===== config.mk =====
export PLATFORM = sky130hd
export DESIGN_NAME = scr_nrzi_top
export DESIGN_NICKNAME = d
export VERILOG_FILES = /design/src/rtl/scr_nrzi_pkg.sv /design/src/rtl/scr_scramble_stage.sv /design/src/rtl/scr_nrzi_stage.sv /design/src/rtl/scr_out_stage.sv /design/src/rtl/scr_nrzi_top.sv
export SDC_FILE = /design/constraint.sdc
export NUM_CORES = 1
export LEC_CHECK = 0
export ABC_AREA = 1
export BUFFER_PORTS_ARGS = -buffer_cell sky130_fd_sc_hd__buf_2
export CAP_MARGIN = 25
export CORE_AREA = 2 2 92 94
export CTS_CLUSTER_DIAMETER = 120
export DETAILED_ROUTE_END_ITERATION = 6
export DIE_AREA = 0 0 94 96
export PLACE_DENSITY = 0.63
export SYNTH_ARGS = -nofsm -noshare
export SYNTH_HDL_FRONTEND = slang
export SYNTH_HIERARCHICAL = 1
export SYNTH_SLANG_ARGS = --single-unit

===== constraint.sdc =====
create_clock -name clk -period 10.1 [get_ports clk]
set_input_delay 3.03 -clock clk [delete_from_list [all_inputs] [get_ports clk]]
set_output_delay 3.03 -clock clk [all_outputs]
set_load 0.03 [all_outputs]

===== src/rtl/scr_nrzi_pkg.sv =====
package scr_nrzi_pkg;
  parameter int WORD_W   = 20;
  parameter int TAP_NEAR = 4;
  parameter int TAP_FAR  = 9;
endpackage


===== src/rtl/scr_scramble_stage.sv =====
module scr_scramble_stage #(
  parameter int W    = scr_nrzi_pkg::WORD_W,
  parameter int NEAR = scr_nrzi_pkg::TAP_NEAR,
  parameter int FAR  = scr_nrzi_pkg::TAP_FAR
) (
  input  logic         clk,
  input  logic         rst_n,
  input  logic         advance,
  input  logic [W-1:0] d_i,
  output logic [W-1:0] s_o
);
  localparam int EXT_W = W + FAR;

  // hist_q[0] is the oldest stored bit, hist_q[FAR-1] the newest
  logic [FAR-1:0]   hist_q;
  logic [EXT_W-1:0] ext;

  always_comb begin
    ext = '0;
    ext[FAR-1:0] = hist_q;
    for (int i = 0; i < W; i++) begin
      ext[FAR+i] = d_i[i] ^ ext[FAR+i-NEAR] ^ ext[i];
    end
  end

  assign s_o = ext[EXT_W-1:FAR];

  always_ff @(posedge clk or negedge rst_n) begin
    if (!rst_n)       hist_q <= '0;
    else if (advance) hist_q <= ext[EXT_W-1:W];
  end

  assert_hist_hold_R6: assert property (@(posedge clk) disable iff (!rst_n)
    !advance |=> $stable(hist_q));
endmodule


===== src/rtl/scr_nrzi_stage.sv =====
module scr_nrzi_stage #(
  parameter int W = scr_nrzi_pkg::WORD_W
) (
  input  logic         clk,
  input  logic         rst_n,
  input  logic         advance,
  input  logic [W-1:0] s_i,
  output logic [W-1:0] n_o,
  output logic         last_o
);
  logic last_q;

  always_comb begin
    logic run;
    run = last_q;
    n_o = '0;
    for (int i = 0; i < W; i++) begin
      run    = run ^ s_i[i];
      n_o[i] = run;
    end
  end

  always_ff @(posedge clk or negedge rst_n) begin
    if (!rst_n)       last_q <= 1'b0;
    else if (advance) last_q <= n_o[W-1];
  end

  assign last_o = last_q;

  assert_last_hold_R6: assert property (@(posedge clk) disable iff (!rst_n)
    !advance |=> $stable(last_q));
endmodule


===== src/rtl/scr_out_stage.sv =====
module scr_out_stage #(
  parameter int W = scr_nrzi_pkg::WORD_W
) (
  input  logic         clk,
  input  logic         rst_n,
  input  logic         load,
  input  logic [W-1:0] word_i,
  input  logic         out_ready,
  output logic         out_valid,
  output logic [W-1:0] out_data
);
  always_ff @(posedge clk or negedge rst_n) begin
    if (!rst_n) begin
      out_valid <= 1'b0;
      out_data  <= '0;
    end else if (load) begin
      out_valid <= 1'b1;
      out_data  <= word_i;
    end else if (out_ready) begin
      out_valid <= 1'b0;
    end
  end

  assert_reset_idle_R1: assert property (@(posedge clk)
    !rst_n |=> !out_valid);
  assert_stall_hold_R8: assert property (@(posedge clk) disable iff (!rst_n)
    out_valid && !out_ready |=> out_valid && $stable(out_data));
  assert_load_latency_R7: assert property (@(posedge clk) disable iff (!rst_n)
    load |=> out_valid);
endmodule


===== src/rtl/scr_nrzi_top.sv =====
module scr_nrzi_top #(
  parameter int W    = scr_nrzi_pkg::WORD_W,
  parameter int NEAR = scr_nrzi_pkg::TAP_NEAR,
  parameter int FAR  = scr_nrzi_pkg::TAP_FAR
) (
  input  logic         clk,
  input  logic         rst_n,
  input  logic         ser_mode,
  input  logic         scr_en,
  input  logic         in_valid,
  output logic         in_ready,
  input  logic [W-1:0] in_data,
  output logic         out_valid,
  input  logic         out_ready,
  output logic [W-1:0] out_data
);
  logic         accept;
  logic         active;
  logic         advance;
  logic [W-1:0] scr_word;
  logic [W-1:0] nrzi_word;
  logic [W-1:0] next_word;
  logic         nrzi_last;

  assign in_ready  = !out_valid || out_ready;
  assign accept    = in_valid && in_ready;
  assign active    = ser_mode && scr_en;
  assign advance   = accept && active;
  assign next_word = active ? nrzi_word : in_data;

  scr_scramble_stage #(.W(W), .NEAR(NEAR), .FAR(FAR)) u_scr (
    .clk(clk), .rst_n(rst_n), .advance(advance), .d_i(in_data), .s_o(scr_word)
  );

  scr_nrzi_stage #(.W(W)) u_nrzi (
    .clk(clk), .rst_n(rst_n), .advance(advance), .s_i(scr_word),
    .n_o(nrzi_word), .last_o(nrzi_last)
  );

  scr_out_stage #(.W(W)) u_out (
    .clk(clk), .rst_n(rst_n), .load(accept), .word_i(next_word),
    .out_ready(out_ready), .out_valid(out_valid), .out_data(out_data)
  );

  // a bypassed word leaves the block untouched
  assert_bypass_R4: assert property (@(posedge clk) disable iff (!rst_n)
    accept && !active |=> out_data == $past(in_data));
  assert_ready_idle_R8: assert property (@(posedge clk) disable iff (!rst_n)
    !out_valid |-> in_ready);
  assert_nrzi_tail_R3: assert property (@(posedge clk) disable iff (!rst_n)
    advance |=> out_data[W-1] == nrzi_last);
endmodule


# Yosys cells after proc, flatten, opt, wreduce, memory -nomap -nowiden
# Cells that the tools add are included.
# word_totals
regBits	31
input_bits	26
out_inout_bits	22
word_cells	73
# op_classes
n_mux	3
n_bitwise	60
reduce_logical	6
# op_table
cell	n
$xor 1x1->1	60
$mux 20	1
$logic_and 1x1->1	3
$mux 1	2
$reduce_bool 2->1	1
$logic_not 1->1	1
$logic_or 1x1->1	1

# Logic depth before layout (Yosys ltp)
# logic_depth
depth_word	23
ltp_mapped	40
mapped_depth_nobuf	40

# By module
# Netlist, hierarchy kept.
# by_module_without_submodules
mod	n_inst	cells_per_inst	area_per_inst_um2	seq_area_each_um2
scr_scramble_stage	1	215	1167.4	225.2
scr_out_stage	1	89	1008.5	525.5
scr_nrzi_stage	1	110	625.6	25.0
scr_nrzi_top	1	72	302.8	0.0

# Least setup slack after synthesis
# OpenSTA, ideal clock, no wires.
# synth_path
path_kind	input to output
from	in out_ready
to	out in_ready
t_arrival_ns	3.273
required_ns	7.070
setup_slack_ns	3.797
stages	2
path_buffers	0
cell_sequence	inv_1 -> nand2_1
# synth_between
elab_chain_len	1
# synth_rtl
element	line	rtl
start: declaration	scr_nrzi_top.sv:14	input logic out_ready,
$logic_or 1x1->1	scr_nrzi_top.sv:25	assign in_ready = !out_valid || out_ready;
end: declaration	scr_nrzi_top.sv:11	output logic in_ready,
# Every way passes these cells.

# Final worst setup path
# Same ends and word-level chain as after synthesis.

==> results.sh <==
export IMPL_crit_type="in2out"
export IMPL_cts_tree="yes"
export IMPL_place_hpwl_um=6569
export IMPL_post_route_period_util_pct=63.72
export IMPL_clkLatencyLatePin_ns=0.29
export IMPL_viasPerCell=4.786
export IMPL_yosysSeqAreaShare_pct=24.99
export IMPL_setup_tns_final_ns=0
export IMPL_worstHoldPathCells=2
export IMPL_first_iter_violations=242
export IMPL_dieArea_sq_um=9024
export IMPL_route_detailed_drc=0
export IMPL_synthAdderAreaFrac_pct=0
export IMPL_core_area_sq_um=8051
export IMPL_rsz0062_at_grt="false"
export IMPL_cts_buffer_depth=2
export IMPL_syn_cell_area_sq_um=3104
export IMPL_slew_headroom_pct=40.78
export IMPL_synth_top_family_by_area="simple AND/OR/NAND/NOR gates"
export IMPL_r2r_end="u_out/out_data[19]"
export IMPL_grt_pass1_wl_um=13380
export IMPL_drtAntennaViolNets=0
export IMPL_worst_r2r_setup_slack_ns=6.18
export IMPL_nNetsFinal=556
export IMPL_arrival_ns=3.41
export IMPL_setup_viol=0
export IMPL_holdCritPathClass="reg2reg"
export IMPL_yosysWarnings=6
export IMPL_cts_sinks=31
export IMPL_muxShareOfSynthArea_pct=0
export IMPL_status="complete, no violations"
export IMPL_slew_viol_final=0
export IMPL_ctsResizeCount=0
export IMPL_rows=33
export IMPL_grt_pass1_vias=2863
export IMPL_worstReg2RegStart="u_scr/hist_q[0]"
export IMPL_cts_max_level=2
export IMPL_crit_fanout=2
export IMPL_endpoint="in_ready"
export IMPL_die_x_um=94
export IMPL_port_buffers=47
export IMPL_drive_gt1_share_pct=29.57
export IMPL_antenna_found_initial=0
export IMPL_num_vias=3044
export IMPL_startpoint="out_ready"
export IMPL_place_congestion=0.9160
export IMPL_io_pins=48
export IMPL_cts_hold_buf=0
export IMPL_fp_dieH_um=96
export IMPL_grt_max_degree=32
export IMPL_initial_core_util_pct=38.55
export IMPL_wirelength_um=8116
export IMPL_min_from="u_out/out_data[17]"
export IMPL_area_delta_synth_final_pct=11.93
export IMPL_ys_seq_elements=31
export IMPL_grt_use_total_pct=19.05
export IMPL_cp_start_kind="primary input"
export IMPL_cts_setup_buffers=0
export IMPL_worst_pin_slew_ns=0.8871
export IMPL_wl_per_cell_um=12.76
export IMPL_root_buffer="clkbuf_8"
export IMPL_layout_commonest_cell="nand2_1"
export IMPL_final_hold_viol_count=0
export IMPL_worst_r2r_path_depth=37
export IMPL_diodes=0
export IMPL_syn_nets=512
export IMPL_synth_compound_area_share_pct=0.9674
export IMPL_dr_pass1_iters=5
export IMPL_syn_inst=486
export IMPL_period_needed_ns=6.436
export IMPL_synth_avg_cell_area_sq_um=6.387
export IMPL_max_cap_violations=0
export IMPL_synthXorXnorAreaFrac_pct=1.975
export IMPL_mostFrequentLayoutCells="183 x nand2_1, 73 x nand3_1, 64 x inv_1, 53 x nand2_2, 47 x buf_2"
export IMPL_grt_ovfl_total=0
export IMPL_numCtsBuffers=5
export IMPL_endpoint_kind="output pin"
export IMPL_synth_simple_area_share_pct=60.78
export IMPL_fmax_mhz=155.4
export IMPL_synth_cell_types=22
export IMPL_clkSlewWorstSetupHoldPaths_ns=0.07
export IMPL_skew_ns=0.006289
export IMPL_required_ns=7.07
export IMPL_fill_cells=869
==> critical path: stages <==
cell	delay, ns
buf_2	0.09
inv_1	0.03
nand2_1	0.06
buf_2	0.20
==> logic make-up after synthesis <==
family | Yosys count
buf+inv | 81
simple gates | 361
xor+xnor | 7
flops | 31
compound gates | 6
==> registers in the layout, indices dropped and copies added (netlist names) <==
register,flops
u_scr/hist_q,9
u_nrzi/last_o,1
u_out/out_valid,1
u_out/out_data,20
==> stage by stage <==
stage	utilization (%)	std cells	setup slack [ns]	hold WS (ns)	instance area (sq um)
floorplan	-	486	3.797	0.4732	3104
global placement	42.11	628	3.672	0.4521	3391
detailed placement	42.11	628	3.528	0.4554	3391
CTS	43.15	636	3.666	0.4747	3475
global route	43.15	636	3.265	0.5227	3475
finish	43.15	636	3.664	0.4696	3475
==> synthesized netlist by cell type, drive strengths merged <==
cell type  count  area share [%]
inv           70             8.5
nor2           5             1.2
buf           11             2.8
dfrtp         31              25
xor2           4             1.1
nand2        255              40
nand3b         5             1.5
xnor2          3            0.85
o21ai          6            0.97
and2           4            0.81
or2            1            0.20
nand4          1            0.20
nand3         90              17
==> routing by layer <==
layer / vias up / global-route usage [%] / part of all wire (%)
li1: 1578 / - / -
met1: 1376 / 25.41 / 45
met2: 82 / 32.50 / 49
met3: 8 / 2.662 / 5.3
met4: 0 / 4.952 / 1.1
met5: - / 0 / 0
==> final cells by class <==
cell class | count | area (sq um) | area share, %
Clock buffer | 5 | 68.82 | 1.981
Clock inverter | 3 | 15.01 | 0.4321
Inverter | 70 | 262.8 | 7.562
Multi-Input combinational cell | 374 | 1978 | 56.93
Sequential cell | 31 | 775.7 | 22.33
Tap cell | 105 | 131.4 | 3.781
Timing Repair Buffer | 48 | 242.7 | 6.986
==> worst min path at each step <==
stage | slack [ns] | to
3_5_place_dp | 0.46 | u_out/out_data[17]
3_3_place_gp | 0.45 | u_out/out_data[17]
5_1_grt | 0.52 | u_out/out_data[17]
6_report | 0.47 | u_out/out_data[17]
4_1_cts | 0.47 | u_out/out_data[17]
2_1_floorplan | 0.47 | u_scr/hist_q[4]
Power is not shown: default switching activity piles up to over one toggle a cycle in this logic, so the estimate is an artifact.
